<file path="src/rtl/irq_agg_pkg.sv">
package irq_agg_pkg;
    localparam int WORD_W    = 32;
    localparam int OFS_EN_LO = 'h00;
    localparam int OFS_EN_HI = 'h04;
    localparam int OFS_MK_LO = 'h08;
    localparam int OFS_MK_HI = 'h0C;
    localparam int OFS_ST_LO = 'h30;
    localparam int OFS_ST_HI = 'h34;
endpackage

</file>
<file path="src/rtl/irq_agg_sync.sv">
module irq_agg_sync #(
    parameter int W = 40
) (
    input  logic         clk,
    input  logic         rst_n,
    input  logic [W-1:0] d,
    output logic [W-1:0] q
);
    typedef struct packed {
        logic [W-1:0] s1;
        logic [W-1:0] s2;
    } sync_t;

    sync_t sy_d, sy_q;

    always_comb begin
        sy_d    = sy_q;
        sy_d.s1 = d;
        sy_d.s2 = sy_q.s1;
    end

    always_ff @(posedge clk or negedge rst_n) begin
        if (!rst_n) sy_q <= '0;
        else        sy_q <= sy_d;
    end

    assign q = sy_q.s2;
endmodule

</file>
<file path="src/rtl/irq_agg_regs.sv">
module irq_agg_regs
    import irq_agg_pkg::*;
#(
    parameter int NUM_SRC = 40,
    parameter int ADDR_W  = 12
) (
    input  logic               pclk,
    input  logic               presetn,
    input  logic               psel,
    input  logic               penable,
    input  logic               pwrite,
    input  logic [ADDR_W-1:0]  paddr,
    input  logic [WORD_W-1:0]  pwdata,
    input  logic [NUM_SRC-1:0] status,
    output logic [WORD_W-1:0]  prdata,
    output logic [NUM_SRC-1:0] en_o,
    output logic [NUM_SRC-1:0] mask_o
);
    localparam int EXT_W = 2 * WORD_W;
    localparam logic [ADDR_W-1:0] A_EN_LO = ADDR_W'(OFS_EN_LO);
    localparam logic [ADDR_W-1:0] A_EN_HI = ADDR_W'(OFS_EN_HI);
    localparam logic [ADDR_W-1:0] A_MK_LO = ADDR_W'(OFS_MK_LO);
    localparam logic [ADDR_W-1:0] A_MK_HI = ADDR_W'(OFS_MK_HI);
    localparam logic [ADDR_W-1:0] A_ST_LO = ADDR_W'(OFS_ST_LO);
    localparam logic [ADDR_W-1:0] A_ST_HI = ADDR_W'(OFS_ST_HI);

    function automatic logic [WORD_W-1:0] impl_word(input int base);
        logic [WORD_W-1:0] r;
        for (int b = 0; b < WORD_W; b++) r[b] = ((base + b) < NUM_SRC);
        return r;
    endfunction

    localparam logic [WORD_W-1:0] LO_IMPL = impl_word(0);
    localparam logic [WORD_W-1:0] HI_IMPL = impl_word(WORD_W);

    typedef struct packed {
        logic [NUM_SRC-1:0] en;
        logic [NUM_SRC-1:0] mask;
    } regs_t;

    regs_t rg_d, rg_q;

    logic wr_acc, rd_acc, mapped;
    logic [EXT_W-1:0] en_x, mk_x, st_x;

    assign wr_acc = psel && penable && pwrite;
    assign rd_acc = psel && penable && !pwrite;
    assign mapped = (paddr == A_EN_LO) || (paddr == A_EN_HI) ||
                    (paddr == A_MK_LO) || (paddr == A_MK_HI) ||
                    (paddr == A_ST_LO) || (paddr == A_ST_HI);

    // next-state: each stored bit picks its word by source index
    always_comb begin
        rg_d = rg_q;
        for (int i = 0; i < NUM_SRC; i++) begin
            if (wr_acc && paddr == ((i < WORD_W) ? A_EN_LO : A_EN_HI))
                rg_d.en[i] = pwdata[i % WORD_W];
            if (wr_acc && paddr == ((i < WORD_W) ? A_MK_LO : A_MK_HI))
                rg_d.mask[i] = pwdata[i % WORD_W];
        end
    end

    always_ff @(posedge pclk or negedge presetn) begin
        if (!presetn) rg_q <= '0;
        else          rg_q <= rg_d;
    end

    // zero-extended views, unimplemented bits are constant zero
    always_comb begin
        en_x = '0;
        mk_x = '0;
        st_x = '0;
        for (int i = 0; i < NUM_SRC; i++) begin
            en_x[i] = rg_q.en[i];
            mk_x[i] = rg_q.mask[i];
            st_x[i] = status[i];
        end
    end

    always_comb begin
        prdata = '0;
        if (rd_acc) begin
            case (paddr)
                A_EN_LO: prdata = en_x[WORD_W-1:0];
                A_EN_HI: prdata = en_x[EXT_W-1:WORD_W];
                A_MK_LO: prdata = mk_x[WORD_W-1:0];
                A_MK_HI: prdata = mk_x[EXT_W-1:WORD_W];
                A_ST_LO: prdata = st_x[WORD_W-1:0];
                A_ST_HI: prdata = st_x[EXT_W-1:WORD_W];
                default: prdata = '0;
            endcase
        end
    end

    assign en_o   = rg_q.en;
    assign mask_o = rg_q.mask;


    en_wr_chk: assert property (@(posedge pclk) disable iff (!presetn)
        (wr_acc && paddr == A_EN_LO) |=>
            (en_x[WORD_W-1:0] == ($past(pwdata) & LO_IMPL)));


    mk_wr_chk: assert property (@(posedge pclk) disable iff (!presetn)
        (wr_acc && paddr == A_MK_HI) |=>
            (mk_x[EXT_W-1:WORD_W] == ($past(pwdata) & HI_IMPL)));


    hi_unimpl_chk: assert property (@(posedge pclk) disable iff (!presetn)
        (rd_acc && paddr == A_EN_HI) |-> ((prdata & ~HI_IMPL) == '0));


    hold_chk: assert property (@(posedge pclk) disable iff (!presetn)
        !wr_acc |=> $stable(rg_q));


    unmapped_rd_chk: assert property (@(posedge pclk) disable iff (!presetn)
        (rd_acc && !mapped) |-> (prdata == '0));
endmodule

</file>
<file path="src/rtl/irq_agg_gate.sv">
module irq_agg_gate #(
    parameter int NUM_SRC = 40
) (
    input  logic               clk,
    input  logic               rst_n,
    input  logic [NUM_SRC-1:0] sync_in,
    input  logic [NUM_SRC-1:0] en,
    input  logic [NUM_SRC-1:0] mask,
    output logic [NUM_SRC-1:0] status,
    output logic               irq_out
);
    typedef struct packed {
        logic irq;
    } gate_t;

    gate_t gt_d, gt_q;

    always_comb begin
        status     = sync_in & en & ~mask;
        gt_d       = gt_q;
        gt_d.irq   = |status;
    end

    always_ff @(posedge clk or negedge rst_n) begin
        if (!rst_n) gt_q <= '0;
        else        gt_q <= gt_d;
    end

    assign irq_out = gt_q.irq;


    irq_src_chk: assert property (@(posedge clk) disable iff (!rst_n)
        irq_out |-> $past(|sync_in));


    irq_gate_chk: assert property (@(posedge clk) disable iff (!rst_n)
        irq_out |-> $past(|(en & ~mask)));
endmodule

</file>
<file path="src/rtl/irq_agg_apb.sv">
module irq_agg_apb
    import irq_agg_pkg::*;
#(
    parameter int NUM_SRC = 40,
    parameter int ADDR_W  = 12
) (
    input  logic               pclk,
    input  logic               presetn,
    input  logic               psel,
    input  logic               penable,
    input  logic               pwrite,
    input  logic [ADDR_W-1:0]  paddr,
    input  logic [WORD_W-1:0]  pwdata,
    output logic [WORD_W-1:0]  prdata,
    output logic               pready,
    output logic               pslverr,
    input  logic [NUM_SRC-1:0] irq_src,
    output logic               irq_out
);
    logic [NUM_SRC-1:0] sync_w, en_w, mask_w, status_w;

    assign pready  = 1'b1;
    assign pslverr = 1'b0;

    irq_agg_sync #(.W(NUM_SRC)) sync_i (
        .clk   (pclk),
        .rst_n (presetn),
        .d     (irq_src),
        .q     (sync_w)
    );

    irq_agg_regs #(.NUM_SRC(NUM_SRC), .ADDR_W(ADDR_W)) regs_i (
        .pclk    (pclk),
        .presetn (presetn),
        .psel    (psel),
        .penable (penable),
        .pwrite  (pwrite),
        .paddr   (paddr),
        .pwdata  (pwdata),
        .status  (status_w),
        .prdata  (prdata),
        .en_o    (en_w),
        .mask_o  (mask_w)
    );

    irq_agg_gate #(.NUM_SRC(NUM_SRC)) gate_i (
        .clk     (pclk),
        .rst_n   (presetn),
        .sync_in (sync_w),
        .en      (en_w),
        .mask    (mask_w),
        .status  (status_w),
        .irq_out (irq_out)
    );


    lat_chk: assert property (@(posedge pclk) disable iff (!presetn)
        $rose(irq_out) |-> ($past(irq_src, 3) != '0));
endmodule

</file>
<file path="config.mk">
export PLATFORM = sky130hd
export DESIGN_NAME = irq_agg_apb
export DESIGN_NICKNAME = d
export VERILOG_FILES = /design/src/rtl/irq_agg_pkg.sv /design/src/rtl/irq_agg_sync.sv /design/src/rtl/irq_agg_regs.sv /design/src/rtl/irq_agg_gate.sv /design/src/rtl/irq_agg_apb.sv
export SDC_FILE = /design/constraint.sdc
export NUM_CORES = 1
export LEC_CHECK = 0
export ABC_AREA = 1
export BUFFER_PORTS_ARGS = -buffer_cell sky130_fd_sc_hd__buf_2
export CORE_MARGIN = 1
export CORE_UTILIZATION = 55
export DETAILED_ROUTE_END_ITERATION = 12
export PLACE_DENSITY = 0.87
export SLEW_MARGIN = 20
export SYNTH_ARGS = -nofsm -noshare
export SYNTH_HDL_FRONTEND = slang
export SYNTH_SLANG_ARGS = --single-unit
</file>
<file path="constraint.sdc">
create_clock -name pclk -period 1.7 [get_ports pclk]
set_input_delay 0.085 -clock pclk [delete_from_list [all_inputs] [get_ports pclk]]
set_output_delay 0.085 -clock pclk [all_outputs]
set_load 0.05 [all_outputs]
</file>
==> Yosys cells after proc, flatten, opt, wreduce, memory -nomap -nowiden <==
Index checks and enable logic that the tools add are counted.
{ "op_classes": {"shift": 0, "div": 0, "n_eq_ne": 5, "muxes": 2, "add_sub_neg": 0, "n_reduce_logical": 10, "bitwise_logic": 3, "n_lt_le_gt_ge": 0, "n_mul": 0} }
{ "ops": {"columns": ["cell", "n"], "rows": [
  ["32-bit case mux with 6 select lines", 1],
  ["40-bit AND", 2],
  ["40-bit NOT", 1],
  ["40-bit OR reduction", 1],
  ["32-bit 2-to-1 mux", 1],
  ["12-bit by 4-bit equality test with 1-bit output (second input constant)", 2],
  ["12-bit by 6-bit equality test with 1-bit output (second input constant)", 2],
  ["12-bit by 3-bit equality test with 1-bit output (second input constant)", 1],
  ["12-bit logical NOT", 1],
  ["1-bit logical AND", 7],
  ["1-bit logical NOT", 1]
]} }
{ "totals": {"latch_bits": 0, "regBits": 161, "rom_bits": 0, "memories": 0, "mem_bits_rw": 0} }

==> Logic depth before layout (Yosys ltp) <==
{ "depth": {"word_depth": 4, "depth_mapped": 10, "ltp_nobuf": 8} }

==> Hierarchy <==
Synthesis repeated with hierarchy kept, for this count alone.
{ "hier_totals": {"cells_unflattened": 817, "area_unflattened_um2": 7096.8} }
{ "modules_own_cells": {"columns": ["mod", "instances", "area_each_um2", "cells_per_inst", "seq_area_each_um2"], "rows": [
  ["irq_agg_regs", 1, 4369.2, 587, 2001.9],
  ["irq_agg_sync", 1, 2001.9, 80, 2001.9],
  ["irq_agg_gate", 1, 703.2, 146, 25.0],
  ["irq_agg_apb", 1, 22.5, 4, 0.0]
]} }

==> Worst setup path after synthesis <==
Ideal clock, no wire load.
{ "synth_path": {"path_kind": "in2out", "from": "in paddr[11]", "to": "out prdata[6]", "setup_slack_ns": -0.092, "arrival_ns": 1.707, "cell_stages": 8, "required_ns": 1.615, "cell_sequence": "nor2_1 -> nand2_2 -> nor2_8 -> buf_2 -> nand4_1 -> nand2_1 -> inv_1 -> a21oi_1"} }
{ "synth_between": {"elab_chain_cells": 3, "elab_cells_between_ends": 8, "classes_between": "eq/ne (5); mux (2); reduce/logical (1)"} }
{ "synth_rtl": {"columns": ["item", "line_no", "rtl"], "rows": [
  ["start: declaration", "irq_agg_apb.sv:12", "input logic [ADDR_W-1:0] paddr,"],
  ["12-bit by 6-bit equality test with 1-bit output, or another cell as far along", null, null],
  ["32-bit case mux with 6 select lines (*)", "irq_agg_regs.sv:83", "case (paddr)"],
  ["32-bit 2-to-1 mux (*)", "irq_agg_regs.sv:82", "if (rd_acc) begin"],
  ["end: declaration", "irq_agg_apb.sv:14", "output logic [WORD_W-1:0] prdata,"]
]} }
Mark *: on every way between the ends. The rest lies on a longest branch, timed or not.

==> Final worst setup path <==
{ "layout_path": {"from": "reg regs_i.rg_q (netlist bit regs_i.mask_o[32])", "to": "out prdata[0]"} }
{ "layout_between": {"elab_chain_cells": 4} }
{ "layout_rtl": {"columns": ["item", "line_no", "rtl"], "rows": [
  ["start: declaration", "irq_agg_regs.sv:41", "regs_t rg_d, rg_q;"],
  ["start signal: assignment", "irq_agg_regs.sv:65", "else rg_q <= rg_d;"],
  ["40-bit NOT", "irq_agg_gate.sv:19", "status = sync_in & en & ~mask;"],
  ["40-bit AND", "irq_agg_gate.sv:19", null],
  ["32-bit case mux with 6 select lines (*)", "irq_agg_regs.sv:83", null],
  ["32-bit 2-to-1 mux (*)", "irq_agg_regs.sv:82", null]
]} }
Marked as above.

==> impl_results.md <==
* Wire per inst at 16.6 µm
* Core Region at 12100 µm²
* Bufs on Longest Clock Path at 2
* Syn nets at 853
* Combinational power share at 0.054
* Hold_ws at 0.144 ns
* Io pins at 124
* GRT Total Usage at 0.305
* Metal3 WL at 1540 µm
* Asr flop ratio synth at 1.00
* Die width at 113 µm
* Site Rows at 40
* Max frequency at 549 MHz
* WL final at 19700 µm
* CP cell instances: nand3b_1 > nand3b_1 > nand2_1 > nor2_1 > a21oi_2 > buf_6
* Clock Sinks at 161
* Crit path arrival time at 1.74 ns
* Sw Share at 0.225
* Top cells by area, synth: dfrtp_1 (59%), nand2_1 (7.6%), nor2_1 (7.2%), o21ai_0 (4.9%), nand3_1 (4.5%)
* Placed cell area at 7880 µm²
* Startpoint Class: register
* Cell area after layout at 9750 µm²
* Largest net degree at the start of global routing at 46
* Top_reg_cell synth: dfrtp_1
* Vias at 6440
* Overflow after GRT at 0
* Seq pwr share at 0.467
* Hold Fails Final Rpt at 0
* Initial antenna violation count at 1
* WL met2 at 9670 µm
* Syn-to-layout area delta at 42.9%
* Max Slew Vio Count at 0
* Via/cell ratio at 5.43
* P per Cell Area at 871 nW/µm²
* DRT Pass-1 Iters at 7
* Tmin final at 1.82 ns
* CP Max Fanout at 2
* Die Span Y at 113 µm
* CP max stage delay at 0.38 ns
* Ys Warns at 0
* Final period util at 1.07
* Clk_lat worst skew at 0.44 ns
* Sequential fraction of the synthesis area at 0.591
* VDD IR max at 0.00100 V
* H-tree depth at 4
* Initial DRC Count at 792
* Library cells used by synthesis at 28
* Die area at 12900 µm²
* Most instantiated cells after synthesis: dfrtp_1 (161), nand2_1 (138), nor2_1 (131), inv_1 (74), o21ai_0 (67)
* CTS tree: done
* Setup TNS at -0.357 ns
* Clock skew at 0.00945 ns
* Worst-path clk slew at 0.07 ns
* Crit end category: output port
* Mean Syn Cell Area at 8.93 µm²
* CTS Root Cell: clkbuf_16
* Most common cell in the netlist: dfrtp_1
* Residual DRC count at 0
* Fillcell total at 655
* Setup violators final at 7
* Util after Layout at 0.808
* Number of global-route vias before repair at 6254
* Post-DRT Antenna Nets at 0
* FF-to-FF setup slack at 0.07 ns
* Clock power frac at 0.479
* RSZ-0062 raised after global routing: true
* Placer congestion estimate at 0.856
* Violated checks: setup timing
* Final nets at 1093
* Switching pwr at 1910 µW
* Global-route wire length before repair at 29500 µm
* Initial core utilization at 0.566
* Max-cap check violation count at 0
* R2R cell count at 8
* Met1 wire length at 7570 µm
* Leakage at 0.00483 µW
* Critical Path RT at 1.62 ns
* Final setup margin at -0.121 ns
* Reg-to-reg critical path startpoint: regs_i.en_o[35]$_DFFE_PN0P_
* Synth Register Bits at 161
* Hold Crit Class: input pin to async pin
* Number of synthesized flops with an enable pin at 0
* Synth area leader: dfrtp_1
* Status: finished, violations left
* CP Launch Point: regs_i.mask_o[32]$_DFFE_PN0P_
* Gate Count Post-Synth at 764
* Most frequent CP cell: nand3b_1
* Critical path type: register to output port
* Internal Power at 6580 µW
* R2r endpoint: gate_i.irq_out$_DFF_PN0_
* Ratio of cells with drive above 1 in the final layout at 0.285
* CTS Buf Count at 17
* Inserted Diodes at 0
* Post-Syn Area at 6820 µm²
* Top cell type's share of synthesized area at 0.591
* Highest routed layer: met5
* Port Buf Inserts at 121
* Final HPWL DP at 11000 µm
* Slowest-stage cell, CP: dfrtp_1
[how the worst max path moves through the flow]
| stage | endpoint | slack [ns] |
|---|---|---|
| 2_1_floorplan | prdata[0] | -0.09 |
| 3_3_place_gp | prdata[5] | 0.06 |
| 3_5_place_dp | prdata[0] | 0.03 |
| 4_1_cts | prdata[7] | -0.03 |
| 5_1_grt | prdata[2] | -0.27 |
| 6_report | prdata[0] | -0.12 |
[logic make-up after synthesis]
logic type             after synthesis  share of synthesized area
buffers and inverters              110                     0.0737
and+or+nand+nor                    391                      0.255
DFF                                161                      0.591
other                                2                    0.00110
AOI/OAI and AO/OA                  100                     0.0792
[critical path, delay by kind of cell (launching register included)]
kind            cells  cell delay [ns]
simple gates        4             0.58
flops               1             0.38
buf+inv             1             0.18
compound gates      1             0.17
[metal layers]
| layer | GRT usage | vias to the layer above |
|---|---|---|
| met5 | 0 | - |
| met2 | 0.491 | 394 |
| met4 | 0.182 | 2 |
| li1 | - | 2921 |
| met1 | 0.371 | 3026 |
| met3 | 0.0798 | 97 |
[placed cells by master (no fill, tap or decap), types with 17 or more instances in the layout]
| cell | netlist | layout |
|---|---|---|
| clkbuf_16 | 0 | 17 |
| nand2_1 | 138 | 134 |
| nor2_1 | 131 | 96 |
| nand3_1 | 62 | 57 |
| dlygate4sd3_1 | 0 | 73 |
| buf_4 | 11 | 53 |
| dfrtp_1 | 161 | 161 |
| buf_6 | 4 | 18 |
| o21ai_0 | 67 | 65 |
| inv_1 | 74 | 73 |
| nand4_1 | 17 | 17 |
| buf_2 | 13 | 92 |
| nor2_2 | 3 | 34 |
[power by group through the flow]
stage               Combinational, µW  Sequential, µW  Clock (µW)
floorplan                        79.9            4030           0
global placement                  312            4030           0
detailed placement                316            4030           0
CTS                               448            3970        4080
global route                      501            3970        4270
finish                            459            3970        4060
[stage by stage]
| step | power, µW | worst slack [ns] | std cells |
|---|---|---|---|
| floorplan | 4110 | -0.0871 | 764 |
| global placement | 4340 | 0.0604 | 1049 |
| detailed placement | 4350 | 0.0344 | 1049 |
| CTS | 8500 | -0.0297 | 1163 |
| global route | 8740 | -0.267 | 1185 |
| finish | 8490 | -0.121 | 1185 |
[sequential cells by signal, indices dropped and copies added, names as in the netlist]
| name | count |
|---|---|
| sync_i.sy_d | 40 |
| regs_i.en_o | 40 |
| sync_i.q | 40 |
| gate_i.irq_out | 1 |
| regs_i.mask_o | 40 |
[final cells by class]
class	instances	area [µm²]	area share
inverter	75	282	0.0289
clock inverter	13	174	0.0178
multi-input combinational	493	2500	0.256
clock buffer	19	453	0.0465
sequential	161	4030	0.413
tap	168	210	0.0216
timing repair buffer	256	2100	0.216
[timing repair]
action / 4_1_cts / 5_1_grt
pin swaps: 9 / 30
endpoints found under the setup margin: 10 / 32
buffers inserted: 9 / 22
gates cloned: 0 / 0
hold buffers: 73 / 0
resized for setup: 30 / 69
hold endpoints to repair: 272 / 0
Note: power is estimated with default switching activity, not from simulation.
